[src/rtl/dac_frame_pkg.sv]
package dac_frame_pkg;
  localparam int unsigned FRAME_W   = 16;
  localparam int unsigned PAYLOAD_W = 12;

  typedef enum logic [2:0] {
    OP_SET_REF     = 3'd0,
    OP_WRITE_A     = 3'd1,
    OP_WRITE_B     = 3'd2,
    OP_STAGE_B     = 3'd3,
    OP_UPDATE_BOTH = 3'd4,
    OP_POWER_DOWN  = 3'd5
  } dac_op_e;

  // register-select pair, split over bit15 (hi) and bit12 (lo)
  typedef enum logic [1:0] {
    SEL_B_AND_HOLD = 2'b00,
    SEL_HOLD_ONLY  = 2'b01,
    SEL_A_XFER     = 2'b10,
    SEL_CONTROL    = 2'b11
  } dac_sel_e;

  typedef logic [FRAME_W-1:0] frame_t;

  function automatic frame_t pack_frame(dac_sel_e sel, logic fast, logic pwr,
                                        logic [PAYLOAD_W-1:0] payload);
    return {sel[1], fast, pwr, sel[0], payload};
  endfunction
endpackage

[src/rtl/dac_word_builder.sv]
module dac_word_builder
  import dac_frame_pkg::*;
#(
  parameter int unsigned CODE_W = 8
) (
  input  logic [2:0]        op_i,
  input  logic [CODE_W-1:0] code_a_i,
  input  logic [CODE_W-1:0] code_b_i,
  input  logic [1:0]        ref_i,
  input  logic              fast_i,
  output frame_t            word0_o,
  output frame_t            word1_o,
  output logic [1:0]        nfrm_o
);
  localparam int unsigned PAD = PAYLOAD_W - CODE_W;

  logic [PAYLOAD_W-1:0] pay_a, pay_b, pay_ref;

  assign pay_a   = PAYLOAD_W'(code_a_i) << PAD;
  assign pay_b   = PAYLOAD_W'(code_b_i) << PAD;
  assign pay_ref = PAYLOAD_W'(ref_i);

  always_comb begin
    word0_o = '0;
    word1_o = '0;
    nfrm_o  = 2'd1;
    case (dac_op_e'(op_i))
      OP_SET_REF:     word0_o = pack_frame(SEL_CONTROL, fast_i, 1'b0, pay_ref);
      OP_WRITE_A:     word0_o = pack_frame(SEL_A_XFER, fast_i, 1'b0, pay_a);
      OP_WRITE_B:     word0_o = pack_frame(SEL_B_AND_HOLD, fast_i, 1'b0, pay_b);
      OP_STAGE_B:     word0_o = pack_frame(SEL_HOLD_ONLY, fast_i, 1'b0, pay_b);
      OP_UPDATE_BOTH: begin
        word0_o = pack_frame(SEL_HOLD_ONLY, fast_i, 1'b0, pay_b);
        word1_o = pack_frame(SEL_A_XFER, fast_i, 1'b0, pay_a);
        nfrm_o  = 2'd2;
      end
      OP_POWER_DOWN:  word0_o = pack_frame(SEL_B_AND_HOLD, fast_i, 1'b1, '0);
      default:        nfrm_o  = 2'd0;
    endcase
  end
endmodule

[src/rtl/dac_serial_shifter.sv]
module dac_serial_shifter
  import dac_frame_pkg::*;
#(
  parameter int unsigned HALF_CYC = 8
) (
  input  logic   clk_i,
  input  logic   rst_ni,
  input  logic   start_i,
  input  frame_t word_i,
  output logic   idle_o,
  output logic   cs_rise_o,
  output logic   cs_no,
  output logic   sclk_o,
  output logic   sdo_o
);
  localparam int unsigned HC_W   = $clog2(HALF_CYC + 1);
  localparam int unsigned GAP_PH = 2 * FRAME_W + 1;
  localparam int unsigned PH_W   = $clog2(GAP_PH + 1);

  logic            act_q, cs_q, sclk_q, rise_q, half_end;
  logic [HC_W-1:0] hc_q;
  logic [PH_W-1:0] ph_q, ph_nx;
  frame_t          sh_q;

  assign half_end = (hc_q == HC_W'(HALF_CYC - 1));
  assign ph_nx    = ph_q + 1'b1;

  // phase 0: setup, odd: sclk low, even: sclk high, GAP_PH: cs high recovery
  always_ff @(posedge clk_i or negedge rst_ni) begin
    if (!rst_ni) begin
      act_q  <= 1'b0;
      hc_q   <= '0;
      ph_q   <= '0;
      sh_q   <= '0;
      cs_q   <= 1'b1;
      sclk_q <= 1'b1;
      rise_q <= 1'b0;
    end else begin
      rise_q <= 1'b0;
      if (start_i && !act_q) begin
        act_q  <= 1'b1;
        hc_q   <= '0;
        ph_q   <= '0;
        sh_q   <= word_i;
        cs_q   <= 1'b0;
        sclk_q <= 1'b1;
      end else if (act_q) begin
        if (!half_end) begin
          hc_q <= hc_q + 1'b1;
        end else begin
          hc_q <= '0;
          if (ph_q == PH_W'(GAP_PH)) begin
            act_q <= 1'b0;
          end else begin
            ph_q <= ph_nx;
            if (ph_nx == PH_W'(GAP_PH)) begin
              cs_q   <= 1'b1;
              rise_q <= 1'b1;
            end else if (ph_nx[0]) begin
              sclk_q <= 1'b0;
            end else begin
              sclk_q <= 1'b1;
              sh_q   <= sh_q << 1;
            end
          end
        end
      end
    end
  end

  assign idle_o    = !act_q;
  assign cs_rise_o = rise_q;
  assign cs_no     = cs_q;
  assign sclk_o    = sclk_q;
  assign sdo_o     = sh_q[FRAME_W-1];

  p_start_when_idle_r9: assert property (@(posedge clk_i) disable iff (!rst_ni)
    start_i |-> idle_o);
  p_idle_lines_r1: assert property (@(posedge clk_i) disable iff (!rst_ni)
    idle_o |-> (cs_no && sclk_o));
  p_sclk_fall_in_frame_r3: assert property (@(posedge clk_i) disable iff (!rst_ni)
    $fell(sclk_o) |-> (!cs_no && !$past(cs_no)));
  p_cs_rise_sclk_high_r3: assert property (@(posedge clk_i) disable iff (!rst_ni)
    $rose(cs_no) |-> (sclk_o && $past(sclk_o)));
  p_sdo_stable_r2: assert property (@(posedge clk_i) disable iff (!rst_ni)
    (!cs_no && !$past(cs_no) && !$rose(sclk_o)) |-> $stable(sdo_o));
endmodule

[src/rtl/dac_cmd_seq.sv]
module dac_cmd_seq
  import dac_frame_pkg::*;
(
  input  logic       clk_i,
  input  logic       rst_ni,
  input  logic       cmd_valid_i,
  output logic       cmd_ready_o,
  input  frame_t     word0_i,
  input  frame_t     word1_i,
  input  logic [1:0] nfrm_i,
  input  logic       sh_idle_i,
  input  logic       sh_cs_rise_i,
  output logic       start_o,
  output frame_t     word_o,
  output logic       done_o
);
  typedef enum logic [1:0] {S_IDLE, S_LAUNCH, S_WAIT} seq_st_e;

  seq_st_e st_q;
  frame_t  cur_q, nxt_q;
  logic    more_q, done_q, accept;

  assign cmd_ready_o = (st_q == S_IDLE) && sh_idle_i;
  assign accept      = cmd_valid_i && cmd_ready_o;
  assign start_o     = (st_q == S_LAUNCH) && sh_idle_i;
  assign word_o      = cur_q;
  assign done_o      = done_q;

  always_ff @(posedge clk_i or negedge rst_ni) begin
    if (!rst_ni) begin
      st_q   <= S_IDLE;
      cur_q  <= '0;
      nxt_q  <= '0;
      more_q <= 1'b0;
      done_q <= 1'b0;
    end else begin
      done_q <= 1'b0;
      case (st_q)
        S_IDLE: if (accept) begin
          if (nfrm_i == 2'd0) begin
            done_q <= 1'b1;
          end else begin
            cur_q  <= word0_i;
            nxt_q  <= word1_i;
            more_q <= (nfrm_i == 2'd2);
            st_q   <= S_LAUNCH;
          end
        end
        S_LAUNCH: if (sh_idle_i) st_q <= S_WAIT;
        S_WAIT: if (sh_cs_rise_i) begin
          if (more_q) begin
            cur_q  <= nxt_q;
            more_q <= 1'b0;
            st_q   <= S_LAUNCH;
          end else begin
            done_q <= 1'b1;
            st_q   <= S_IDLE;
          end
        end
        default: st_q <= S_IDLE;
      endcase
    end
  end

  p_accept_moves_r9: assert property (@(posedge clk_i) disable iff (!rst_ni)
    accept |=> ((st_q != S_IDLE) || done_o));
  p_done_pulse_r10: assert property (@(posedge clk_i) disable iff (!rst_ni)
    done_o |=> !done_o);
  p_done_idle_r10: assert property (@(posedge clk_i) disable iff (!rst_ni)
    done_o |-> (st_q == S_IDLE));
endmodule

[src/rtl/dac_frame_gen.sv]
module dac_frame_gen
  import dac_frame_pkg::*;
#(
  parameter int unsigned HALF_CYC = 8,
  parameter int unsigned CODE_W   = 8
) (
  input  logic              clk_i,
  input  logic              rst_ni,
  input  logic              cmd_valid_i,
  output logic              cmd_ready_o,
  input  logic [2:0]        cmd_op_i,
  input  logic [CODE_W-1:0] cmd_code_a_i,
  input  logic [CODE_W-1:0] cmd_code_b_i,
  input  logic [1:0]        cmd_ref_i,
  input  logic              cmd_fast_i,
  output logic              busy_o,
  output logic              done_o,
  output logic              dac_cs_no,
  output logic              dac_sclk_o,
  output logic              dac_sdo_o
);
  frame_t     word0, word1, sh_word;
  logic [1:0] nfrm;
  logic       sh_idle, sh_rise, sh_start;

  dac_word_builder #(.CODE_W(CODE_W)) u_build (
    .op_i     (cmd_op_i),
    .code_a_i (cmd_code_a_i),
    .code_b_i (cmd_code_b_i),
    .ref_i    (cmd_ref_i),
    .fast_i   (cmd_fast_i),
    .word0_o  (word0),
    .word1_o  (word1),
    .nfrm_o   (nfrm)
  );

  dac_cmd_seq u_seq (
    .clk_i        (clk_i),
    .rst_ni       (rst_ni),
    .cmd_valid_i  (cmd_valid_i),
    .cmd_ready_o  (cmd_ready_o),
    .word0_i      (word0),
    .word1_i      (word1),
    .nfrm_i       (nfrm),
    .sh_idle_i    (sh_idle),
    .sh_cs_rise_i (sh_rise),
    .start_o      (sh_start),
    .word_o       (sh_word),
    .done_o       (done_o)
  );

  dac_serial_shifter #(.HALF_CYC(HALF_CYC)) u_shift (
    .clk_i     (clk_i),
    .rst_ni    (rst_ni),
    .start_i   (sh_start),
    .word_i    (sh_word),
    .idle_o    (sh_idle),
    .cs_rise_o (sh_rise),
    .cs_no     (dac_cs_no),
    .sclk_o    (dac_sclk_o),
    .sdo_o     (dac_sdo_o)
  );

  assign busy_o = !cmd_ready_o;

  p_done_cs_high_r10: assert property (@(posedge clk_i) disable iff (!rst_ni)
    done_o |-> (dac_cs_no && $past(dac_cs_no)));
  p_busy_while_frame_r9: assert property (@(posedge clk_i) disable iff (!rst_ni)
    !dac_cs_no |-> busy_o);
endmodule

[config.mk]
export PLATFORM = sky130hd
export DESIGN_NAME = dac_frame_gen
export DESIGN_NICKNAME = d
export VERILOG_FILES = /design/src/rtl/dac_frame_pkg.sv /design/src/rtl/dac_word_builder.sv /design/src/rtl/dac_serial_shifter.sv /design/src/rtl/dac_cmd_seq.sv /design/src/rtl/dac_frame_gen.sv
export SDC_FILE = /design/constraint.sdc
export NUM_CORES = 1
export LEC_CHECK = 0
export ABC_AREA = 1
export BUFFER_PORTS_ARGS = -buffer_cell sky130_fd_sc_hd__buf_4
export CELL_PAD_IN_SITES_DETAIL_PLACEMENT = 0
export CELL_PAD_IN_SITES_GLOBAL_PLACEMENT = 1
export CORE_MARGIN = 2
export CORE_UTILIZATION = 39
export CTS_CLUSTER_SIZE = 40
export DETAILED_ROUTE_END_ITERATION = 7
export MAX_ROUTING_LAYER = met4
export PLACE_DENSITY_LB_ADDON = 0.12
export SYNTH_ARGS = -nofsm -noshare
export SYNTH_HDL_FRONTEND = slang
export SYNTH_SLANG_ARGS = --single-unit
export TNS_END_PERCENT = 1
[constraint.sdc]
create_clock -name clk_i -period 1.47 [get_ports clk_i]
set_input_delay 0.2205 -clock clk_i [delete_from_list [all_inputs] [get_ports clk_i]]
set_output_delay 0.2205 -clock clk_i [all_outputs]
set_load 0.02 [all_outputs]
==> results of run 1 <==
[how the worst max path moves through the flow]
stage | startpoint | slack (ps) | to
after floorplan | u_shift.ph_q[0]$_DFFE_PN0P_ | -60 | u_shift.sh_q[15]$_DFFE_PN0P_
after global placement | u_shift.ph_q[1]$_DFFE_PN0P_ | -100 | u_shift.sh_q[6]$_DFFE_PN0P_
final | u_shift.ph_q[0]$_DFFE_PN0P_ | -270 | u_shift.sh_q[2]$_DFFE_PN0P_
after detailed placement | u_shift.ph_q[0]$_DFFE_PN0P_ | -150 | u_shift.sh_q[5]$_DFFE_PN0P_
after CTS | u_shift.ph_q[0]$_DFFE_PN0P_ | -130 | u_shift.sh_q[5]$_DFFE_PN0P_
after global routing | u_shift.ph_q[0]$_DFFE_PN0P_ | -340 | u_shift.sh_q[4]$_DFFE_PN0P_
[where the power goes]
| part | switching [uW] | total (uW) | internal (uW) | leakage (uW) |
|---|---|---|---|---|
| Sequential | 0 | 1600 | 1600 | 0.000757 |
| Combinational | 74.5 | 139 | 64.6 | 0.00119 |
| Clock | 627 | 1500 | 873 | 0.0000986 |
[cells by family after synthesis]
kind of cell               Yosys count  synth area share (%)
and+or+nand+nor                    208                  30.4
AOI/OAI and AO/OA                   64                  11.8
DFF                                 58                  48.4
buffers and inverters               48                  7.49
adders and majority gates            4                  1.66
xor gates and xnor gates             1                 0.291
[critical path: cells and delay by family, from the launching register on]
kind            cells  cell delay (ps)
simple gates        4              420
flops               1              440
compound gates      1              320
buf+inv             2              300
fa+ha+maj           1              150
[cells in the final DEF (no fill, tap or decap), drive strengths merged]
cell type | Yosys | layout
o22ai | 2 | 2
nand4 | 5 | 5
o32ai | 1 | 1
o21ai | 46 | 46
o21a | 1 | 1
ha | 4 | 4
o31ai | 1 | 1
dfstp | 2 | 2
dlygate4sd3 | 0 | 1
clkinv | 0 | 1
nand2 | 147 | 147
clkinvlp | 0 | 2
clkbuf | 1 | 13
nor2 | 30 | 30
bufinv | 0 | 1
xor2 | 1 | 1
a21oi | 13 | 13
nand3 | 26 | 26
buf | 10 | 66
inv | 37 | 37
dfrtp | 56 | 56
[area by class of cell]
class                      instances  share of cell area, %
multi-input combinational        277                   36.5
timing repair buffer              68                   15.3
inverter                          37                   3.59
tap                              102                   3.18
clock inverter                     4                   1.25
clock buffer                      12                   3.87
sequential                        58                   36.3
[cell usage after synthesis]
| library cell | instances | area [um^2] |
|---|---|---|
| nand3_1 | 24 | 120 |
| inv_2 | 5 | 18.8 |
| nor2_1 | 21 | 78.8 |
| inv_1 | 32 | 120 |
| nor2_4 | 3 | 33.8 |
| buf_2 | 3 | 15.0 |
| clkbuf_1 | 1 | 3.75 |
| o21ai_1 | 2 | 10.0 |
| nand3_4 | 1 | 17.5 |
| nand4_1 | 5 | 31.3 |
| dfstp_2 | 2 | 52.6 |
| nand3_2 | 1 | 10.0 |
| a21oi_2 | 1 | 8.76 |
| buf_4 | 3 | 22.5 |
| dfrtp_1 | 56 | 1400 |
| o21ai_0 | 41 | 205 |
| nand2_4 | 1 | 11.3 |
| nor2_8 | 1 | 20.0 |
| o22ai_1 | 2 | 12.5 |
| buf_6 | 4 | 45.0 |
| o21ai_2 | 2 | 17.5 |
| ha_1 | 4 | 50.1 |
| xor2_1 | 1 | 8.76 |
| nand2_2 | 5 | 31.3 |
| o31ai_1 | 1 | 7.51 |
| nand2_1 | 141 | 529 |
| o32ai_1 | 1 | 8.76 |
| o21ai_4 | 1 | 16.3 |
| nor2_2 | 5 | 31.3 |
| a21oi_1 | 12 | 60.1 |
| o21a_1 | 1 | 7.51 |
[sequential cells by signal (all words and copies together) (netlist names)]
signal and flops:
u_seq.st_q 2, u_shift.cs_no 1, u_seq.word_o 14, u_shift.sclk_o 1, u_seq.done_o 1, u_shift.cs_rise_o 1
u_shift.sh_q 16, u_shift.act_q 1, u_seq.more_q 1, u_seq.nxt_q 10, u_shift.hc_q 4, u_shift.ph_q 6
[metrics by stage]
step	utilization [%]	setup TNS (ps)	hold slack [ps]	total power, uW	setup WS [ps]
2_1_floorplan	-	-699	-75.1	1660	-64.4
3_3_place_gp	47.1	-2040	168	1770	-104
3_5_place_dp	47.1	-2590	166	1770	-146
4_1_cts	50.3	-2540	132	3280	-134
5_1_grt	52.7	-7430	155	3370	-339
6_report	52.7	-4240	147	3230	-272
[layer usage]
layer  vias to the layer above  wire, um  track usage [%]  share of wire, %
li1                       1363         -                -                 -
met5                         -         0                -                 0
met2                        47      3190             28.1                47
met1                      1187      3310             24.3                49
met4                         0       108             7.46               1.6
met3                         8       201             2.71               2.9
[repair_timing]
item / CTS / global route
hold buffers: 1 / 0
endpoints found under the hold margin: 24 / 0
gates resized for setup: 10 / 35
buffers inserted: 0 / 3
gates cloned: 0 / 1
endpoints found under the setup margin: 40 / 45
pin swaps: 1 / 17
==> results summary, run 1 <==
The worst hold path terminates at u_seq.nxt_q[14]$_DFFE_PN0P_. The width of the die came out at 91.8 um. The layout has 770 filler cells. The distinct cell type count of the synthesized netlist is 31.

The count of warnings emitted by yosys is 0. The area of the mapped netlist came out at 3010 um^2. The number of DRC markers in iteration 0 is 100. The worst setup skew after layout is 9.32 ps. The final critical-path setup slack came out at -272 ps. The height of the chip came out at 91.8 um. In the routed layout, each cell is associated on average with a via count of 4.67.

The minimum clock period came out at 1740 ps. The maximum net fanout on the critical path came out at 13. Power spread over the standard cell area amounts to 807 nW/um^2. Summing the sequential cell areas from Yosys gives 48.4% of the chip area. Synthesis inferred 58 register bits. The static leakage came out at 0.00204 uW. No sink is reached through more buffers than the 2 on the longest clock path. The final instance count without filler cells is 558.

The flow ran to the end, but the final reports show violations. The die outline area is 8430 um^2. The cell with the largest stage delay on the worst path is dfrtp_1. The fraction of final layout cells with drive strength greater than 1 is 30.9%. In this run the most critical hold path is launched from cmd_fast_i.

Data on the critical path arrives at its endpoint at 1960 ps. During I/O placement, the number of pins put on the boundary was 31. The first-pass GRT wire length came out at 12000 um. The clock input transition at the sequential cells of the worst setup and hold paths came out at 70 ps. The path class of the tightest hold or removal check is primary input to flip-flop. The relative max-transition margin came out at 75.1%. The footprint of the multi-input gates is 1460 um^2. The total CTS buffers is 9. The summed area of non-filler cells in the final layout came out at 4010 um^2. The net count of the mapped netlist is 412. In the final routed layout, each cell accounts on average for 12.2 um. The via count of the first global-routing pass came to 2585. For flop-to-flop paths, the worst setup slack is -270 ps. The pin count of the biggest net entering global routing is 33. The number of cells on the worst reg-to-reg path came out at 8. The number of nets at the end of the flow is 480. The root buffer cell chosen for the clock tree is clkbuf_8. Summed over all nets, the half-perimeter wirelength after detailed placement is 4780 um. In this run the cell area measured after placement is 3580 um^2.

In this run the critical register-to-register path is captured at u_shift.sh_q[2]$_DFFE_PN0P_. Routability-driven placement finished with a final weighted congestion of 0.801. The overall track demand over capacity in global routing came out at 18.2%. The signal on the critical path passes through buf_6, ha_1, nand4_1, a21oi_2, nor2_8, buf_12, nand3_2, nand2_1. The detailed-route wire length came out at 6820 um.

By startpoint and endpoint, the worst setup path is classified as flip-flop to flip-flop. The type of destination of the critical path is a flip-flop. The worst register-to-register path begins at u_shift.ph_q[0]$_DFFE_PN0P_. The layout-stage area growth over the synthesis result came out at 33.3%. The worst setup path is launched from a flip-flop. The footprint of the flip-flops and latches is 1460 um^2.

The clock network latency to the later pin of the worst-skew pair is 330 ps. The average instance area after synthesis is 7.85 um^2. The count of vias placed by the detailed router came out at 2605. After floorplanning, the core was sized to cover 7610 um^2.

The number of sinks on the clock net is 58. STA puts the critical path data required time at 1690 ps. The cell depth of the worst min-delay path came out at 3. The diode insertion count for antenna repair came out at 0.

After detailed routing, the number of remaining DRC violations is 0. The final number of hold-violating endpoints came out at 0. The final cycle utilization of the critical path is 118%.

The initial antenna violation count came to 0. The final reports fail on setup timing. The final count of pins violating max slew is 0. The clock tree from TritonCTS is built. The post-synthesis instance total is 383. The largest single stage delay on the critical path is 440 ps. The port buffer count came out at 30.

Global routing finished with a remaining overflow of 0. The initial cell density of the core came out at 39.5%. The count of final setup violators is 26.

The H-tree depth reported by CTS came out at 3. Setup repair after global routing could not meet its margin everywhere. For this run, the top clock speed supported by timing is 574 MHz. The worst-case vdd ir drop is 0.409 mV. The placed instance count came out at 537. The initialized floorplan defines 32 standard-cell rows.

The final antenna-violating net count came out at 0. The length of the first detailed-routing pass in iterations is 4. The number of violations of the max-capacitance limit is 0. For the pin with the worst max-slew slack, the measured transition is 373 ps.
Note: power is estimated with default switching activity, not from simulation.
==> inputs of run 2 (changes only) <==
--- a/config.mk
+++ b/config.mk
@@ -14,7 +14,7 @@
 export CTS_CLUSTER_SIZE = 40
 export DETAILED_ROUTE_END_ITERATION = 7
 export MAX_ROUTING_LAYER = met4
-export PLACE_DENSITY_LB_ADDON = 0.12
+export PLACE_DENSITY = 0.79
 export SYNTH_ARGS = -nofsm -noshare
 export SYNTH_HDL_FRONTEND = slang
 export SYNTH_SLANG_ARGS = --single-unit
==> run 2 against run 1 <==
Core utilization is essentially flat. The run still ends with setup timing left. Via count shrank 0.31%. Critical path depth grew 2. Fmax grew 5.1%. Highest routed layer unchanged. Cell count grew 0.18%. Combinational power is essentially flat.
==> results summary, run 2 (synthesized netlist as in run 1, its figures left out) <==
The maximum count of clock buffers along a single path came out at 2. The width of the die is 91.8 um. The number of DRC markers in iteration 0 is 127. STA classifies the critical path startpoint as a flip-flop.

The initial antenna violation count is 0. The layout-stage area growth over the synthesis result came out at 33.3%. The internal power of the cells is 2650 uW. The mean number of vias per cell is 4.65. The tree is rooted in a clkbuf_8.

Clock latency on the worst-skew pair, taken at its later pin, is 340 ps. Registers are responsible for 47.4% of the overall power. By startpoint and endpoint, the worst setup path is classified as flip-flop to flip-flop. The port buffer count came out at 30. The net switching power came out at 719 uW. The footprint of the multi-input gates is 1460 um^2. The worst setup skew after layout came out at 9.72 ps. Excluding fillers, the count of instances in the completed layout stands at 559. The detailed-route wire length is 6750 um. The final cycle utilization of the critical path is 113%. The register with the most flip-flops is u_shift.sh_q. The fraction of final layout cells with drive strength greater than 1 came out at 31.5%.

The number of violations of the max-capacitance limit is 0. Setup slack on the worst reg-to-reg path comes out at -190 ps. Setup total negative slack on the finished layout was measured at -3000 ps. For this run, the top clock speed supported by timing is 604 MHz.

The worst register-to-register path has a depth of 10. The share of power burned in combinational logic is 4.2%. The share of the core filled with cells in the final layout is 52.7%. Dividing the detail-routed wire length by the instance count gives 12.1 um.

31 I/O pins were placed. The total CTS buffers came out at 9. Detailed placement ended at an HPWL of 4710 um.

The critical path starts at u_shift.ph_q[0]$_DFFE_PN0P_. Across the whole layout, storage elements account for 1460 um^2. The clock net in this run drives a total of 58 sinks.

For this run, the post-layout net count is 481. In this run the critical register-to-register path is launched from u_shift.ph_q[0]$_DFFE_PN0P_. The placed instance count came out at 540.

The number of fillers in the final layout is 730. The final antenna-violating net count came out at 0. The pin count of the biggest net entering global routing is 39. The share of power burned in the clock network came out at 48.4%.

Global routing consumed, over all layers together, 17.8% of the routing resources. The height of the chip came out at 91.8 um. Before antenna repair, the detailed router went through 4 iterations.

Leaving out fill and tap cells, the most frequent cells in the layout are nand2_1 (135), buf_4 (60), dfrtp_1 (53), o21ai_0 (34), inv_1 (28). The run finished, with violations left. The via count of the first global-routing pass is 2525. The relative max-transition margin came out at 78.3%.

Setup repair after global routing could not meet its margin everywhere. STA classifies the critical path endpoint as a flip-flop. The repair_antennas step left the layout with diodes totalling 0. The endpoint of the lowest-slack register-to-register path is u_shift.sh_q[6]$_DFFE_PN0P_.

The number of cell rows came out at 32. The clock tree from TritonCTS is built. The count of final setup violators came out at 27. Leaving out fill and tap cells, the most frequent cell in the layout is nand2_1. The DRC violations left came out at 0. In this run the worst hold path is classified as primary input to flip-flop.

The H-tree depth reported by CTS is 3. The overall overflow remaining after global route is 0. Routability-driven placement finished with a final weighted congestion of 0.814. For this design the ratio of total power to cell area is 840 nW/um^2.

The static leakage came out at 0.00205 uW. The clock input transition at the sequential cells of the worst setup and hold paths came out at 70 ps. Of the total power, the share spent switching nets is 21.3%.

The final number of hold-violating endpoints came out at 0. The minimum clock period came out at 1660 ps. The endpoint of the most critical setup path is u_shift.sh_q[6]$_DFFE_PN0P_. The flip-flop count of the largest register after layout came out at 16. The final critical-path setup slack came out at -187 ps. The final reports fail on setup timing. The maximum net fanout on the critical path is 6.

The placeable core area is 7610 um^2. The worst-case vdd ir drop came out at 0.388 mV. The first-pass GRT wire length is 11500 um. For this configuration, the core starts out at a cell density of 39.5%. The data required time at the worst endpoint is 1700 ps.

The transition at the pin with the smallest max-transition slack is 325 ps. The die covers 8430 um^2. The count of vias placed by the detailed router came out at 2597.

At the worst endpoint, the arrival time is 1890 ps. The final count of pins violating max slew came out at 0.
## run 2: cell count changes in the layout (fill, tap and decap cells not counted), sizes merged
cell      before  now
buf           66   67
bufinv         1    2
clkbuf        13   11
clkinv         1    4
clkinvlp       2    0
## run 2: stage by stage
step	total power (uW)	setup slack, ps	area, um^2	hold WS (ps)
final	3370	-187	4010	127
after global routing	3510	-281	4010	138
after CTS	3420	-167	3840	125
after detailed placement	1770	-174	3590	133
after global placement	1770	-116	3590	128
after floorplan	1660	-64.4	3010	-75.1
## run 2: timing repair
action | in CTS | in global routing
resized for setup | 6 | 42
setup endpoints to repair | 27 | 49
endpoints found under the hold margin | 19 | 0
buffers inserted | 0 | 1
hold buffers | 1 | 0
pin swaps | 1 | 18
gates cloned | 0 | 1
## run 2: cell type report
| type | count | area share, % |
|---|---|---|
| Timing Repair Buffer | 69 | 15.0 |
| Sequential cell | 58 | 36.4 |
| Clock inverter | 6 | 2.00 |
| Multi-Input combinational cell | 277 | 36.5 |
| Tap cell | 102 | 3.19 |
| Clock buffer | 10 | 3.44 |
| Inverter | 37 | 3.53 |
## run 2: per-layer routing
metal | vias up | share of wire [%] | global-route usage (%)
met5 | - | 0 | -
met4 | 0 | 2.1 | 8.21
met3 | 12 | 3.1 | 3.70
met2 | 41 | 46 | 27.4
met1 | 1178 | 48 | 22.6
li1 | 1366 | - | -
## run 2: worst max-delay path, stage by stage, from the launching register on
cell,delay (ps)
dfrtp_2,440
ha_4,180
nand2_2,60
nand2_2,60
nor2_2,120
nand2_2,70
nor2_4,140
nand3_4,150
clkbuf_16,200
nand3_1,60
nand2_1,50
## run 2: worst min-delay path by stage
| stage | startpoint | end | slack, ps | cells after the start |
|---|---|---|---|---|
| after floorplan | rst_ni | u_seq.done_o$_DFF_PN0_ | -80 | 0 |
| after global placement | rst_ni | u_shift.ph_q[2]$_DFFE_PN0P_ | 130 | 1 |
| after detailed placement | rst_ni | u_shift.ph_q[2]$_DFFE_PN0P_ | 130 | 1 |
| after CTS | cmd_ref_i[1] | u_seq.word_o[1]$_DFFE_PN0P_ | 120 | 3 |
| after global routing | cmd_ref_i[1] | u_seq.word_o[1]$_DFFE_PN0P_ | 140 | 3 |
| final | cmd_ref_i[1] | u_seq.word_o[1]$_DFFE_PN0P_ | 130 | 3 |
## run 2: power groups by stage
stage | clock (uW) | sequential (uW) | combinational (uW)
2_1_floorplan | 0 | 1630 | 30.9
3_3_place_gp | 0 | 1630 | 140
3_5_place_dp | 0 | 1630 | 141
4_1_cts | 1680 | 1600 | 143
5_1_grt | 1750 | 1590 | 159
6_report | 1630 | 1600 | 140
==> inputs of run 3 (changes only) <==
--- a/config.mk
+++ b/config.mk
@@ -9,12 +9,12 @@
 export BUFFER_PORTS_ARGS = -buffer_cell sky130_fd_sc_hd__buf_4
 export CELL_PAD_IN_SITES_DETAIL_PLACEMENT = 0
 export CELL_PAD_IN_SITES_GLOBAL_PLACEMENT = 1
-export CORE_MARGIN = 2
 export CORE_UTILIZATION = 39
 export CTS_CLUSTER_SIZE = 40
 export DETAILED_ROUTE_END_ITERATION = 7
 export MAX_ROUTING_LAYER = met4
 export PLACE_DENSITY = 0.79
+export RECOVER_POWER = 50
 export SYNTH_ARGS = -nofsm -noshare
 export SYNTH_HDL_FRONTEND = slang
 export SYNTH_SLANG_ARGS = --single-unit
==> run 3 against run 2 <==
The run still ends with setup timing left. Sequential power barely moved. Count of clock-buffer cells in the layout up 1. Via count rose by 2.3%. Fmax shrank 0.50%. Worst setup slack got worse by 8.4 ps. Routed wire length grew 2.7%.
==> results summary, run 3 (synthesized netlist as in run 1, its figures left out) <==
The number of cells on the worst reg-to-reg path came out at 10. Summing all flip-flop and latch instances after layout gives 1460 um^2. The smallest clock period supported by the final layout is computed as 1670 ps. From synthesis to final layout, the design area changed by 33.8%. The floorplan has 31 rows. The initial cell density of the core is 40.8%. Setup slack on the worst reg-to-reg path comes out at -200 ps. The cell depth of the worst min-delay path came out at 3. The number of fillers in the final layout came out at 730. The clock network latency to the later pin of the worst-skew pair is 340 ps. The maximum count of clock buffers along a single path came out at 2. The pin count of the biggest net entering global routing came out at 28. The classification of the worst-slack hold path is primary input to flip-flop. The checks that failed: setup timing.

The worst setup skew after layout is 9.18 ps. The number of buffers and inverters on the critical path is 1. In the post-route analysis, the smallest setup slack over all paths is -195 ps. The routability-driven placement congestion ratio came out at 0.781. The diode insertion count for antenna repair came out at 0. The largest single stage delay on the critical path is 460 ps. For the worst setup path, the data required time is 1700 ps. The average detailed-routed wire length per instance is 12.4 um. For this block, the via count after detailed routing is 2656. At the pin with the least slew margin, the transition time is 732 ps. The overall track demand over capacity in global routing came out at 19.3%.

The worst slack at placement came out at -187 ps. The pre-antenna-repair detailed-routing pass consisted of 4 iterations. Leaving out fill and tap cells, the most frequent cell in the layout is nand2_1. The DRC violations left came out at 0. TritonCTS built the clock tree. The final count of pins violating max slew is 0.

The largest individual stage delay along the critical path comes from the cell dfrtp_2. The via count of the first global-routing pass came to 2681. The setup total negative slack came out at -3050 ps. The fraction of final layout cells with drive strength greater than 1 came out at 33.6%. The startpoint identified for the worst register-to-register timing path is u_shift.ph_q[1]$_DFFE_PN0P_. The power density relative to cell area came out at 804 nW/um^2. For this design the top-level I/O count stands at 31.

The kind of cell with the highest combined delay on the critical path is simple AND/OR/NAND/NOR gates. Static timing analysis puts the maximum clock frequency at 601 MHz. The flow ran to the end, but the final reports show violations. Port buffering added 30 buffers. The total CTS buffers came out at 9.

The worst hold margin is 149 ps. The worst-case IR drop observed on VDD is 0.380 mV. The critical path start-end classification is flip-flop to flip-flop. In this run the worst path has a maximum fanout of 6. The tree is rooted in a clkbuf_8. Measured against its own limit, the worst slew margin works out to 51.2%. The final number of hold-violating endpoints came to 0. In the final layout, the multi-input gates occupy 1490 um^2. The number of nets at the end of the flow came out at 485. The endpoint identified for the worst register-to-register timing path is u_shift.sh_q[12]$_DFFE_PN0P_. The clock input transition at the sequential cells of the worst setup and hold paths is 70 ps. The total half-perimeter wirelength after legalization and detailed placement is 4700 um. The number of violations of the max-capacitance limit is 0. The sort of element at the start of the critical path is a flip-flop. The static leakage is 0.00205 uW. The core region is 7370 um^2. The arrival time at the worst endpoint is 1890 ps. The mean number of vias per cell came out at 4.74. The number of sinks on the clock net came out at 58.

The library cells used most frequently in the layout, excluding fill and tap cells, are nand2_1 (131), buf_4 (61), dfrtp_1 (54), o21ai_0 (37), inv_1 (27). The height of the chip is 89.8 um. The register with the most flip-flops in the final layout is u_shift.sh_q. Traced cell by cell, the critical path runs through ha_4, nand2_2, nand2_2, nor2_2, nand2_2, nor2_4, nand3_4, clkbuf_16, nand3_2, nand2_1. The initial antenna violation count was 0.

In this run the most critical hold path is launched from cmd_code_a_i[7]. STA classifies the critical path endpoint as a flip-flop. The count of final setup violators is 26. Summed over all layers, the global routing overflow is 0. The die outline area came out at 8060 um^2. The final cycle utilization of the critical path came out at 113%. The die is 89.8 um wide. The path with the worst hold slack has its endpoint at u_seq.nxt_q[11]$_DFFE_PN0P_. The first global-routing pass estimated 12100 um of wire.

The detail route stage leaves a number of antenna-violating nets equal to 0. The register with the most flip-flops in the layout has 16 of them. The overall power of the completed layout came out at 3230 uW. At the end of the flow the core is filled with cells to 54.6%. The most common cell type on the critical path is nand2_2. The number of DRC markers in iteration 0 is 124. The detailed-route wire length came out at 6930 um.

Setup repair after global routing could not meet its margin everywhere. The H-tree depth reported by CTS is 3.
-- run 3: cell types whose count changed in the layout (fill, tap and decap cells not counted), moves of 2 or more --
cell     delta
o21ai_1     -4
nand2_2     +4
ha_1        -2
o21ai_0     +3
buf_6       +3
nand2_1     -4
buf_12      -2
-- run 3: cell type report --
class	count	area share [%]
Clock buffer	11	3.76
Tap cell	99	3.08
Multi-Input combinational cell	277	37.0
Sequential cell	58	36.2
Inverter	37	3.51
Clock inverter	5	1.31
Timing Repair Buffer	73	15.2
-- run 3: worst max-delay path by stage --
stage	from	endpoint	slack [ps]	depth (start not counted)
finish	u_shift.ph_q[1]$_DFFE_PN0P_	u_shift.sh_q[12]$_DFFE_PN0P_	-200	10
detailed placement	u_shift.ph_q[0]$_DFFE_PN0P_	u_shift.sh_q[12]$_DFFE_PN0P_	-190	11
global route	u_shift.ph_q[1]$_DFFE_PN0P_	u_shift.sh_q[5]$_DFFE_PN0P_	-280	11
global placement	u_shift.ph_q[0]$_DFFE_PN0P_	u_shift.sh_q[1]$_DFFE_PN0P_	-170	11
CTS	u_shift.ph_q[0]$_DFFE_PN0P_	u_shift.sh_q[14]$_DFFE_PN0P_	-130	11
floorplan	u_shift.ph_q[0]$_DFFE_PN0P_	u_shift.sh_q[15]$_DFFE_PN0P_	-60	11
-- run 3: what timing repair did --
item | CTS | global route
gates resized for setup | 8 | 47
pin swaps | 2 | 17
endpoints found under the setup margin | 38 | 48
hold endpoints to repair | 23 | 0
gates cloned | 0 | 1
setup buffers | 3 | 2
hold buffers | 1 | 0
-- run 3: power breakdown --
part           internal (uW)  switching (uW)  leakage (uW)  total [uW]
combinational           61.0            77.7       0.00119         139
sequential              1600               0      0.000755        1600
clock                    865             635      0.000105        1500
-- run 3: metrics by stage --
step,area [um^2],instances
final,4020,560
after global routing,4020,560
after CTS,3840,558
after detailed placement,3580,538
after global placement,3580,538
after floorplan,3010,383
-- run 3: worst min-delay path, stage by stage --
cell     delay, ps
buf_4           80
inv_1           40
o21ai_1        110
-- run 3: layer usage --
| metal | track usage (%) | part of all wire, % | up-vias |
|---|---|---|---|
| met5 | - | 0 | - |
| met2 | 29.8 | 47 | 53 |
| met3 | 3.64 | 3.3 | 10 |
| met1 | 24.8 | 48 | 1223 |
| met4 | 8.61 | 1.6 | 0 |
| li1 | - | - | 1370 |
